## src/rtl/irqbank_pkg.sv

```systemverilog
package irqbank_pkg;

    localparam int REG_AW = 3;

    typedef enum logic [REG_AW-1:0] {
        OFS_MODE     = 3'd0,
        OFS_CAUSE    = 3'd1,
        OFS_MASKED   = 3'd2,
        OFS_SET      = 3'd3,
        OFS_MASK     = 3'd4,
        OFS_MASK_SET = 3'd5,
        OFS_MASK_CLR = 3'd6
    } reg_ofs_e;

    typedef struct packed {
        logic mode_we;
        logic cause_we;
        logic masked_we;
        logic set_we;
        logic mask_we;
        logic mask_set_we;
        logic mask_clr_we;
    } wr_dec_t;

    typedef struct packed {
        logic cause_rd;
        logic masked_rd;
    } rd_dec_t;

    function automatic wr_dec_t decode_wr(input logic we, input logic [REG_AW-1:0] a);
        wr_dec_t d;
        d = '0;
        if (we) begin
            case (reg_ofs_e'(a))
                OFS_MODE:     d.mode_we     = 1'b1;
                OFS_CAUSE:    d.cause_we    = 1'b1;
                OFS_MASKED:   d.masked_we   = 1'b1;
                OFS_SET:      d.set_we      = 1'b1;
                OFS_MASK:     d.mask_we     = 1'b1;
                OFS_MASK_SET: d.mask_set_we = 1'b1;
                OFS_MASK_CLR: d.mask_clr_we = 1'b1;
                default:      d = '0;
            endcase
        end
        return d;
    endfunction

    function automatic rd_dec_t decode_rd(input logic re, input logic [REG_AW-1:0] a);
        rd_dec_t d;
        d.cause_rd  = re && (a == OFS_CAUSE);
        d.masked_rd = re && (a == OFS_MASKED);
        return d;
    endfunction

endpackage

```

## src/rtl/irq_cause_store.sv

```systemverilog
module irq_cause_store #(
    parameter int W = 32
) (
    input  logic         clk,
    input  logic         rst,
    input  logic [W-1:0] evt,
    input  logic [W-1:0] set_bits,
    input  logic [W-1:0] w1c_bits,
    input  logic [W-1:0] cor_bits,
    input  logic [W-1:0] mode,
    output logic [W-1:0] cause_q
);
    logic [W-1:0] clr_bits;
    logic [W-1:0] cause_d;

    always_comb begin
        clr_bits = (w1c_bits & ~mode) | (cor_bits & mode);
        cause_d  = (cause_q & ~clr_bits) | set_bits | evt;
    end

    always_ff @(posedge clk) begin
        if (rst) cause_q <= '0;
        else     cause_q <= cause_d;
    end


    evt_wins_chk: assert property (@(posedge clk) disable iff (rst)
        (evt != '0) |=> ((cause_q & $past(evt)) == $past(evt)));


    cause_hold_chk: assert property (@(posedge clk) disable iff (rst)
        (evt == '0 && set_bits == '0 && w1c_bits == '0 && cor_bits == '0) |=> $stable(cause_q));


    cause_set_chk: assert property (@(posedge clk) disable iff (rst)
        (set_bits != '0) |=> ((cause_q & $past(set_bits)) == $past(set_bits)));
endmodule

```

## src/rtl/irq_mask_store.sv

```systemverilog
module irq_mask_store #(
    parameter int W = 32
) (
    input  logic         clk,
    input  logic         rst,
    input  logic         mode_we,
    input  logic         mask_we,
    input  logic         mask_set_we,
    input  logic         mask_clr_we,
    input  logic [W-1:0] wdata,
    output logic [W-1:0] mode_q,
    output logic [W-1:0] mask_q
);
    always_ff @(posedge clk) begin
        if (rst) begin
            mode_q <= '0;
            mask_q <= '1;
        end else begin
            if (mode_we) mode_q <= wdata;
            if (mask_we)          mask_q <= wdata;
            else if (mask_set_we) mask_q <= mask_q | wdata;
            else if (mask_clr_we) mask_q <= mask_q & ~wdata;
        end
    end


    mask_set_chk: assert property (@(posedge clk) disable iff (rst)
        mask_set_we |=> ((mask_q & $past(wdata)) == $past(wdata)));


    mask_clr_chk: assert property (@(posedge clk) disable iff (rst)
        mask_clr_we |=> ((mask_q & $past(wdata)) == '0));


    mask_keep_chk: assert property (@(posedge clk) disable iff (rst)
        (mask_set_we || mask_clr_we) |=> ((mask_q & ~$past(wdata)) == ($past(mask_q) & ~$past(wdata))));
endmodule

```

## src/rtl/irq_read_port.sv

```systemverilog
module irq_read_port #(
    parameter int W  = 32,
    parameter int AW = 3
) (
    input  logic          clk,
    input  logic          rst,
    input  logic          rd_en,
    input  logic [AW-1:0] addr,
    input  logic [W-1:0]  mode_q,
    input  logic [W-1:0]  cause_q,
    input  logic [W-1:0]  masked,
    input  logic [W-1:0]  mask_q,
    output logic [W-1:0]  rdata
);
    import irqbank_pkg::*;

    logic [W-1:0] sel;

    always_comb begin
        case (reg_ofs_e'(addr))
            OFS_MODE:   sel = mode_q;
            OFS_CAUSE:  sel = cause_q;
            OFS_MASKED: sel = masked;
            OFS_MASK:   sel = mask_q;
            default:    sel = '0;
        endcase
    end

    always_ff @(posedge clk) begin
        if (rst)        rdata <= '0;
        else if (rd_en) rdata <= sel;
    end


    wo_zero_chk: assert property (@(posedge clk) disable iff (rst)
        (rd_en && (addr == OFS_SET || addr == OFS_MASK_SET || addr == OFS_MASK_CLR || addr == 3'd7))
        |=> (rdata == '0));


    rd_hold_chk: assert property (@(posedge clk) disable iff (rst)
        !rd_en |=> $stable(rdata));
endmodule

```

## src/rtl/irq_cause_bank.sv

```systemverilog
module irq_cause_bank #(
    parameter int W = 32
) (
    input  logic                          clk,
    input  logic                          rst,
    input  logic [irqbank_pkg::REG_AW-1:0] reg_addr,
    input  logic                          reg_wr,
    input  logic [W-1:0]                  reg_wdata,
    input  logic                          reg_rd,
    output logic [W-1:0]                  reg_rdata,
    input  logic [W-1:0]                  evt_in,
    output logic                          irq_out
);
    import irqbank_pkg::*;

    wr_dec_t      wd;
    rd_dec_t      rdd;
    logic [W-1:0] mode_q, mask_q, cause_q, masked;
    logic [W-1:0] set_bits, w1c_bits, cor_bits;

    always_comb begin
        wd       = decode_wr(reg_wr, reg_addr);
        rdd      = decode_rd(reg_rd, reg_addr);
        masked   = cause_q & ~mask_q;
        set_bits = wd.set_we ? reg_wdata : '0;
        w1c_bits = (wd.cause_we || wd.masked_we) ? reg_wdata : '0;
        if (rdd.cause_rd)       cor_bits = cause_q;
        else if (rdd.masked_rd) cor_bits = masked;
        else                    cor_bits = '0;
    end

    irq_mask_store #(.W(W)) u_mask (
        .clk(clk), .rst(rst),
        .mode_we(wd.mode_we), .mask_we(wd.mask_we),
        .mask_set_we(wd.mask_set_we), .mask_clr_we(wd.mask_clr_we),
        .wdata(reg_wdata), .mode_q(mode_q), .mask_q(mask_q)
    );

    irq_cause_store #(.W(W)) u_cause (
        .clk(clk), .rst(rst), .evt(evt_in), .set_bits(set_bits),
        .w1c_bits(w1c_bits), .cor_bits(cor_bits), .mode(mode_q),
        .cause_q(cause_q)
    );

    irq_read_port #(.W(W), .AW(REG_AW)) u_rd (
        .clk(clk), .rst(rst), .rd_en(reg_rd), .addr(reg_addr),
        .mode_q(mode_q), .cause_q(cause_q), .masked(masked), .mask_q(mask_q),
        .rdata(reg_rdata)
    );

    assign irq_out = |masked;


    cor_write_keep_chk: assert property (@(posedge clk) disable iff (rst)
        (reg_wr && reg_addr == OFS_CAUSE && !reg_rd) |=>
        ((cause_q & $past(mode_q)) == ($past(cause_q) & $past(mode_q)) | ($past(cause_q | evt_in) & $past(mode_q))));


    w1c_read_keep_chk: assert property (@(posedge clk) disable iff (rst)
        (reg_rd && !reg_wr) |=> ((cause_q & ~$past(mode_q)) & $past(cause_q)) == ($past(cause_q) & ~$past(mode_q)));


    rst_mask_chk: assert property (@(posedge clk) $past(rst) |-> (mask_q == '1 && cause_q == '0 && !irq_out));
endmodule

```

## config.mk

```make
export PLATFORM = sky130hd
export DESIGN_NAME = irq_cause_bank
export DESIGN_NICKNAME = d
export VERILOG_FILES = /design/src/rtl/irqbank_pkg.sv /design/src/rtl/irq_cause_store.sv /design/src/rtl/irq_mask_store.sv /design/src/rtl/irq_read_port.sv /design/src/rtl/irq_cause_bank.sv
export SDC_FILE = /design/constraint.sdc
export NUM_CORES = 1
export LEC_CHECK = 0
export BUFFER_PORTS_ARGS = -buffer_cell sky130_fd_sc_hd__buf_2
export CORE_MARGIN = 3
export CORE_UTILIZATION = 53
export DETAILED_ROUTE_END_ITERATION = 16
export PLACE_DENSITY = 0.78
export SYNTH_ARGS = -nofsm -noshare
export SYNTH_HDL_FRONTEND = slang
export SYNTH_HIERARCHICAL = 1
export SYNTH_SLANG_ARGS = --single-unit
```

## constraint.sdc

```tcl
create_clock -name clk -period 1.3 [get_ports clk]
set_input_delay 0.065 -clock clk [delete_from_list [all_inputs] [get_ports clk]]
set_output_delay 0.065 -clock clk [all_outputs]
set_load 0.01 [all_outputs]
```

; ---- Yosys cells after proc, flatten, opt, wreduce, memory -nomap -nowiden
; Index checks and enable logic that the tools add are counted.
[word_totals]
regBits = 128
input_bits = 71
elab_cells = 45
out_inout_bits = 33
[op_classes]
eq_ne = 6
n_bitwise = 13
n_reduce_logical = 6
muxes = 16
[op_table]
columns = op, n
row1 = two-way mux 32 bit, 7
row2 = AND 32 bit, 5
row3 = NOT 32 bit, 4
row4 = bitwise OR 32 bit, 4
row5 = case mux 32 bit (4 select lines), 1
row6 = OR reduction 32 bit, 1
row7 = equality test 3 bit (second input constant), 3
row8 = two-way mux 1 bit, 7
row9 = two-way mux 7 bit, 1
row10 = equality test 3 x 2 -> 1 bit (second input constant), 2
row11 = equality test 3 x 1 -> 1 bit (second input constant), 1
row12 = zero test 3 bit, 1
row13 = nonzero test 3 bit, 1
row14 = logical AND 1 bit, 2
row15 = logical OR 1 bit, 1

; ---- Longest topological paths before layout
; Gate-level depths: netlist of run 1.
[logic_depth]
word_depth = 11
ltp_mapped = 8
depth_no_buf = 6

; ---- Hierarchy
; Netlist of run 1, hierarchy kept.
[by_module_without_submodules]
columns = module, cells_per_inst, seq_area_each_um2, area_per_inst_um2, n_inst
row1 = irq_read_port, 263, 640.6, 2816.5, 1
row2 = irq_mask_store, 214, 1281.2, 2503.7, 1
row3 = irq_cause_store, 167, 640.6, 1725.4, 1
row4 = irq_cause_bank, 197, 0.0, 1199.9, 1

; ---- Worst setup path after synthesis of run 1
; OpenSTA, ideal clock, no wires.
[synth_timing]
kind = input -> register
from = input reg_addr[0] (netlist bit)
to = register u_cause.cause_q[1]
cell_stages = 8
setup_slack_ns = -0.045
setup_ns = 0.120
t_required_ns = 1.180
arrival_ns = 1.225
n_path_buf = 2
cell_sequence = nand2b_1 > or3b_1 > buf_2 > buf_6 > nor2_2 > o21a_1 > mux2_2 > o22ai_2
[synth_via]
elab_cells_between_ends = 21
classes_between = eq/ne (3) / mux (8) / bitwise (7) / reduce/logical (3)
[synth_lines]
columns = item, line_no
row1 = start: declaration, irq_cause_bank.sv:6  ; input logic [irqbank_pkg::REG_AW-1:0] reg_addr,
row2 = equality test 3 x 2 -> 1 bit, irqbank_pkg.sv:51  ; d.masked_rd = re && (a == OFS_MASKED);
row3 = logical AND 1 bit, irqbank_pkg.sv:51
row4 = two-way mux 32 bit, irq_cause_bank.sv:28  ; else if (rdd.masked_rd) cor_bits = masked;
row5 = two-way mux 32 bit *, irq_cause_bank.sv:27  ; if (rdd.cause_rd) cor_bits = cause_q;
row6 = named net cor_bits[1], irq_cause_bank.sv:19  ; logic [W-1:0] set_bits, w1c_bits, cor_bits;
row7 = AND 32 bit *, irq_cause_store.sv:17  ; clr_bits = (w1c_bits & ~mode) | (cor_bits & mode);
row8 = bitwise OR 32 bit *, irq_cause_store.sv:17
row9 = NOT 32 bit *, irq_cause_store.sv:18  ; cause_d = (cause_q & ~clr_bits) | set_bits | evt;
row10 = AND 32 bit *, irq_cause_store.sv:18
row11 = bitwise OR 32 bit * (2 in series), irq_cause_store.sv:18
row12 = end signal: assignment, irq_cause_store.sv:23  ; else cause_q <= cause_d;
row13 = end: declaration, irq_cause_store.sv:11  ; output logic [W-1:0] cause_q
; Mark *: on every way through the listed nets, which the timed path passes. The rest lies on a longest branch.
; A chain may end at the register's enable or synchronous reset.

; ---- Worst setup path after layout of run 1
[layout_timing]
from = register u_cause.cause_q[12]
to = output irq_out
[layout_via]
elab_chain_cells = 2
[layout_lines]
columns = item, line_no
row1 = AND 32 bit, irq_cause_bank.sv:24  ; masked = cause_q & ~mask_q;
row2 = named net masked[12], irq_cause_bank.sv:18  ; logic [W-1:0] mode_q, mask_q, cause_q, masked;
row3 = OR reduction 32 bit, irq_cause_bank.sv:51  ; assign irq_out = |masked;
row4 = end: declaration, irq_cause_bank.sv:12  ; output logic irq_out
; The timed path passes the listed nets, and every way through them passes these cells.

==> flow_summary_export.csv, run 1 <==
group,metric,value,unit
cells_and_area,final_nets,1143,
synth,ys_top_cells_by_area,"dfxtp_1 (31%), mux2i_1 (7.8%), mux2_4 (5.8%)",
global_routing,first_global_vias,7527,
floorplan,die_y,131,µm
route,route.detailed.drc,0,
floorplan,design.core.area,14900,µm²
worst_setup_path,timing.rr.end,"u_rd/rdata[26]",
power,power_density,1030,nW/µm²
cells_and_area,fin_area,11000,µm²
worst_setup_path,crit_buf_inv,1,
route,dr.pass1.iters,5,
clock_network,ctsRootBufferMaster,"clkbuf_16",
timing,fmax,537,MHz
timing,hold_violations,0,
cells_and_area,diodes,0,
global_routing,gr-total-overflow,0,
global_routing,antenna_found_initial,0,
placed_design,dp_hpwl,15000,µm
floorplan,die_area,17100,µm²
synth,syn_avg_cell_area,9.80,µm²
placed_design,gp_congestion,0.856,
floorplan,start_util,0.555,
timing,period_needed,1.86,ns
synth,yosysTopAreaCell,"dfxtp_1",
worst_setup_path,crit_path_start,"u_cause/cause_q[12]",
global_routing,grt_usage,0.284,
worst_setup_path,rr_worst_depth,5,
floorplan,rows,44,
route,drtAntennaViolNets,0,
min_path,holdPathEnd,"u_rd/rdata[28]",
placed_design,dpl_worst_slack,-0.429,ns
timing,post-route-period-util,1.43,
worst_setup_path,crit_family,"simple AND/OR/NAND/NOR gates",
clock_network,numCtsBuffers,17,
timing,finalClockSkew,0.00759,ns
synth,synth_seq_area_share,0.311,
worst_setup_path,critical_path.cell_chain,"nor2b_4 > nor4_4 > nand4_1 > or2_4 > buf_6",
timing,fin_ws,-0.562,ns
synth,syn_area,8250,µm²
worst_setup_path,cp_slowest_stage_delay,0.34,ns
clock_network,postCtsSetupBuffers,0,
placed_design,placed_cell_area,9580,µm²
min_path,min_path_type,"input port to flip-flop",
timing,tightest_slew,0.408,ns
cells_and_area,drive_above_1_share,0.408,
synth,synth.ff_latch_count,128,
cells_and_area,postLayoutCoreUtil,0.738,
power,p_seq_frac,0.375,
route,routedWlPerCell,18.9,µm
clock_network,h-tree-depth,4,
worst_setup_path,critPathKind,"flip-flop to primary output",
worst_setup_path,reg2reg_slack,0.06,ns
synth,synth_nets,912,
power,p_comb_frac,0.184,
clock_network,tritoncts,"built",
status,violations,"setup timing",
worst_setup_path,cp.required,1.24,ns
power,vdd_drop_max,0.000972,V
placed_design,io_buffers,103,
min_path,hold_start,"reg_rd",
power,pwr-share-clk,0.441,
power,power_switching,2.76,mW
run,cap_violations,0,
power,p_int,8.50,mW
synth,yosys_warnings,6,
timing,rsz0062_at_grt,"yes",
synth,synth.distinct_cells,36,
synth,synth_top_area_share,0.311,
clock_network,clock-sinks,128,
cells_and_area,syn_to_final_growth,33.0,%
placed_design,dp.cells,1173,
clock_network,clock_latency,0.42,ns
worst_setup_path,critPathArrivalTime,1.80,ns
status,status,"finished, violations left",
power,p_leak,4.54,nW
timing,finalSetupViolations,1,
worst_setup_path,critPathCaptureType,"primary output",
timing,maxSlewViolCount,0,
cells_and_area,final_cells,1268,
min_path,min_path_cells,6,
worst_setup_path,crit_fanout,2,
route,initialDrtViolationCount,495,
floorplan,pin_count,104,
global_routing,grt_pass1_wl,38200,µm
worst_setup_path,cpMaxStageDelayCell,"nor4_4",
cells_and_area,fillCellCount,1033,
global_routing,grt_start_max_net_pins,37,
floorplan,fp.dieW,131,µm
clock_network,clkSlewWorstSetupHoldPaths,0.05,ns
synth,netlist_instances,841,
clock_network,clock_path_buffers,2,
route,vias,7380,
worst_setup_path,start_kind,"flip-flop",
route,wl,24000,µm
route,drt-vias-per-instance,5.82,
timing,slew_headroom,0.728,
power,switching_share,0.245,
## kinds of logic after synthesis
logic type,share of synthesized area
AOI/OAI and AO/OA,0.176
buffers and inverters,0.0643
and+or+nand+nor,0.269
DFF,0.311
muxes,0.180
## metrics by stage
step / power [mW] / setup TNS [ns] / hold WS [ns]
after floorplan: 5.38 / -0.00480 / 0.204
after global placement: 6.08 / -9.67 / 0.337
after detailed placement: 6.12 / -12.13 / 0.342
after CTS: 11.3 / -0.560 / 0.181
after global routing: 11.6 / -0.635 / 0.229
final: 11.3 / -0.562 / 0.216
## metal layers
layer	global-route usage	part of all wire
met1	0.337	0.43
met2	0.499	0.50
met3	0.0557	0.044
met4	0.126	0.025
met5	0	0
## cell usage in the layout, fill, tap and decap left out, drive strengths merged, types with 3 or more instances in the layout
| master | instances |
|---|---|
| o22ai | 32 |
| dfxtp | 128 |
| bufinv | 3 |
| and4bb | 48 |
| nor4bb | 16 |
| buf | 222 |
| o21a | 32 |
| o21ai | 33 |
| nor4 | 8 |
| mux2i | 64 |
| nor2b | 33 |
| a221o | 32 |
| nand2b | 35 |
| nand2 | 34 |
| clkbuf | 26 |
| nor2 | 101 |
| a211oi | 32 |
| mux2 | 64 |
| and2 | 64 |
| dlygate4sd3 | 65 |
## cell usage after synthesis
library cell / instances
dfxtp_1: 128
nor2_1: 91
and2_1: 64
mux2i_1: 64
and4bb_2: 38
nand2b_1: 35
nand2_1: 34
nor2b_1: 33
o21ai_1: 33
a221o_1: 32
mux2_2: 32
mux2_4: 32
o21a_1: 32
a211oi_2: 30
clkbuf_1: 26
buf_2: 22
o22ai_2: 20
nor4bb_1: 16
buf_6: 13
o22ai_1: 12
and4bb_1: 10
nor2_2: 10
buf_8: 8
nor4_1: 8
a211oi_1: 2
a21oi_1: 2
buf_4: 2
dlygate4sd1_1: 2
nand4_1: 2
nor3_1: 2
buf_1: 1
buf_12: 1
nor3b_1: 1
or2_1: 1
or2_2: 1
or3b_1: 1
## worst reg2reg max path, stage by stage (launching register included)
cell	delay, ns
dfxtp_1	0.31
buf_4	0.14
mux2_4	0.26
a211oi_2	0.22
buf_4	0.15
o21ai_1	0.05
## timing repair
item,4_1_cts,5_1_grt
resized for setup,20,10
pin swaps,7,6
endpoints found under the hold margin,96,0
setup endpoints to repair,1,3
hold buffers,65,0
cloned,0,0
## power groups by stage
stage	clock, mW	combinational [mW]	sequential, mW
floorplan	0	1.05	4.33
global placement	0	1.79	4.28
detailed placement	0	1.83	4.29
CTS	5.03	2.03	4.22
global route	5.18	2.21	4.24
finish	4.97	2.07	4.22
## worst max-delay path by stage
stage	endpoint	slack (ns)	cells after the start
final	irq_out	-0.56	5
after global routing	irq_out	-0.63	5
after CTS	irq_out	-0.56	5
after detailed placement	irq_out	-0.43	5
after global placement	irq_out	-0.40	5
after floorplan	u_cause/cause_q[30]	-0.005	8
## area by class of cell
cell class | instances | area [µm²] | share of cell area
clock buffer | 26 | 509 | 0.0464
clock inverter | 5 | 100 | 0.00913
multi-input combinational | 638 | 5330 | 0.486
sequential | 128 | 2570 | 0.234
tap | 184 | 230 | 0.0210
timing repair buffer | 287 | 2230 | 0.204
(Power assumes the default switching activity.)
==> run 2, diff against run 1 <==
--- a/config.mk
+++ b/config.mk
@@ -5,6 +5,7 @@
 export SDC_FILE = /design/constraint.sdc
 export NUM_CORES = 1
 export LEC_CHECK = 0
+export ABC_AREA = 1
 export BUFFER_PORTS_ARGS = -buffer_cell sky130_fd_sc_hd__buf_2
 export CORE_MARGIN = 3
 export CORE_UTILIZATION = 53
==> run 2 against run 1 <==
  * The run still ends with setup timing left
  * Hold slack improved by 0.061 ns
  * Global-route usage rose by 3.1 points
  * Sequential share of layout area rose by 2.5 points
  * Register-to-register slack improved by 0.10 ns
  * Largest power group unchanged
  * Highest routed layer unchanged
==> flow_summary_export.csv, run 2 <==
group,metric,value,unit
cells_and_area,syn_to_final_growth,32.2,%
clock_network,numCtsBuffers,17,
timing,hold_violations,0,
synth,netlist_instances,1258,
route,initialDrtViolationCount,1312,
clock_network,h-tree-depth,4,
min_path,holdPathEnd,"u_rd/rdata[28]",
timing,finalSetupViolations,1,
route,wl,26000,µm
placed_design,dpl_worst_slack,-0.165,ns
cells_and_area,drive_above_1_share,0.224,
clock_network,clock-sinks,128,
synth,synthFlopType,"dfxtp_1",
floorplan,die_area,15900,µm²
route,routedWlPerCell,15.8,µm
timing,tightest_slew,0.895,ns
synth,synth.distinct_cells,25,
route,drtAntennaViolNets,0,
global_routing,grt_start_max_net_pins,65,
timing,rsz0062_at_grt,"yes",
worst_setup_path,r2r_start,"u_cause/cause_q[11]",
timing,finalClockSkew,0.00618,ns
route,dr.pass1.iters,6,
global_routing,gr-total-overflow,0,
worst_setup_path,critPathCaptureType,"primary output",
cells_and_area,final_cell_mix,"nand2_1 (315), nand3_1 (162), inv_1 (156), nor2_1 (128), a21oi_1 (103)",
placed_design,dp_hpwl,15500,µm
power,power_density,1050,nW/µm²
timing,maxSlewViolCount,0,
route,drt-vias-per-instance,5.56,
route,route.detailed.drc,0,
run,cap_violations,0,
synth,synth_seq_area_share,0.335,
min_path,min_path_type,"input port to flip-flop",
synth,synth-compound-area-share,0.134,
synth,yosys.area_share.adder,0,
synth,synth_top_area_share,0.335,
synth,syn_area,7650,µm²
worst_setup_path,critPathKind,"flip-flop to primary output",
power,pwr-share-clk,0.422,
timing,period_needed,1.57,ns
cells_and_area,postLayoutCoreUtil,0.723,
status,status,"finished, violations left",
worst_setup_path,critPathArrivalTime,1.50,ns
global_routing,grt_usage,0.315,
synth,yosysTopAreaCell,"dfxtp_1",
clock_network,ctsRootBufferMaster,"clkbuf_16",
floorplan,die_y,126,µm
timing,post-route-period-util,1.21,
placed_design,gp_congestion,0.887,
timing,slew_headroom,0.403,
status,violations,"setup timing",
clock_network,clock_path_buffers,2,
power,p_int,7.61,mW
synth,synth_mux_area_frac,0,
worst_setup_path,cp.required,1.24,ns
power,p_leak,5.29,nW
floorplan,pin_count,104,
global_routing,antenna_found_initial,0,
power,power_switching,2.99,mW
worst_setup_path,start_kind,"flip-flop",
synth,synth_top_family_by_area,"simple AND/OR/NAND/NOR gates",
synth,synth-xor-area-share,0,
timing,whs,0.277,ns
power,finalPower,10.6,mW
clock_network,clock_latency,0.43,ns
synth,synthTopCellsByCount,"nand2_1 (351), nand3_1 (162), inv_1 (161)",
power,p_seq_frac,0.409,
timing,fmax,637,MHz
synth,synth.ff_latch_count,128,
synth,synth_edf_count,0,
global_routing,grt_pass1_wl,41100,µm
clock_network,clkSlewWorstSetupHoldPaths,0.06,ns
synth,syn_avg_cell_area,6.08,µm²
synth,ys_top_cells_by_area,"dfxtp_1 (34%), nand2_1 (17%), nand3_1 (11%)",
power,switching_share,0.282,
cells_and_area,final_nets,1522,
synth,yosys_warnings,6,
synth,yosysMostFrequentCell,"nand2_1",
worst_setup_path,rr_worst_depth,7,
synth,synth_nets,1329,
synth,async_reset_ff_frac,0,
floorplan,rows,43,
floorplan,design.core.area,14000,µm²
worst_setup_path,crit_fanout,3,
floorplan,start_util,0.547,
synth,synth-simple-area-share,0.387,
worst_setup_path,timing.rr.end,"u_rd/rdata[11]",
placed_design,io_buffers,103,
power,p_comb_frac,0.169,
route,vias,9143,
global_routing,first_global_vias,8379,
power,vdd_drop_max,0.000967,V
floorplan,fp.dieW,126,µm
cells_and_area,diodes,0,
min_path,min_path_cells,4,
worst_setup_path,reg2reg_slack,0.16,ns
clock_network,tritoncts,"built",
timing,fin_ws,-0.270,ns
min_path,hold_start,"reg_rd",
cells_and_area,final_common_cell,"nand2_1",
[run 2: cell types whose count changed in the layout (fill, tap and decap cells not counted), moves of 33 or more]
cell	delta
nand2b_1	-34
nor2_1	+41
inv_1	+156
mux2i_1	-64
dfxtp_2	+43
nand2_2	+33
buf_4	-38
a21oi_1	+102
and2_1	-64
mux2_4	-33
and4bb_2	-38
nand2_1	+281
nand3_1	+162
dfxtp_1	-43
[run 2: kinds of logic (layout without fill, tap and decap cells)]
logic type | after synthesis | count (layout)
simple gates | 696 | 696
buf+inv | 242 | 447
compound gates | 192 | 192
flops | 128 | 128
[run 2: final cells by class]
type,instances,area [µm²]
multi-input cells,888,4120
clock inverters,5,27.5
flip-flops and latches,128,2620
fillers,1160,3870
clock buffers,26,519
inverters,164,618
repair buffers,252,1990
well taps,180,225
[run 2: metal layers]
metal / up-vias / global-route usage / wire length (µm)
met4: 0 / 0.133 / 817
met5: - / 0 / 0
met3: 87 / 0.0640 / 2710
li1: 4412 / - / -
met2: 592 / 0.510 / 12000
met1: 4052 / 0.411 / 10400
[run 2: metrics by stage]
step	instance area, µm²	TNS, ns	cells
6_report	10100	-0.270	1643
2_1_floorplan	7650	0	1258
5_1_grt	10100	-0.315	1643
3_3_place_gp	8490	-5.80	1515
3_5_place_dp	8490	-9.36	1515
4_1_cts	9960	-0.241	1632
[run 2: power by group through the flow]
| stage | combinational (mW) | sequential [mW] | clock (mW) |
|---|---|---|---|
| 6_report | 1.79 | 4.34 | 4.47 |
| 2_1_floorplan | 0.924 | 4.35 | 0 |
| 4_1_cts | 1.70 | 4.32 | 4.50 |
| 3_5_place_dp | 1.48 | 4.38 | 0 |
| 5_1_grt | 1.96 | 4.36 | 4.64 |
| 3_3_place_gp | 1.45 | 4.38 | 0 |
[run 2: critical path, stage by stage, from the launching register on]
cell and delay (ns):
dfxtp_2 0.33, inv_1 0.05, nand2_2 0.08, nand2_2 0.08, nor2_2 0.13, nand2_1 0.08
nor2_1 0.10, nand2_1 0.08, buf_2 0.15
[run 2: what timing repair did]
| item | CTS | global route |
|---|---|---|
| setup buffers | 21 | 11 |
| setup endpoints to repair | 1 | 1 |
| hold buffers | 65 | 0 |
| pin swaps | 11 | 15 |
| resized for setup | 63 | 35 |
| endpoints found under the hold margin | 98 | 0 |
[run 2: worst max path at each step]
stage                      startpoint             end  depth (start not counted)
after detailed placement  reg_addr[1]  u_rd/rdata[13]                          6
after global placement    reg_addr[1]  u_rd/rdata[13]                          6
final                       flip-flop         irq_out                          8
after global routing        flip-flop         irq_out                          8
after floorplan           reg_addr[0]       flip-flop                          9
after CTS                   flip-flop         irq_out                          8
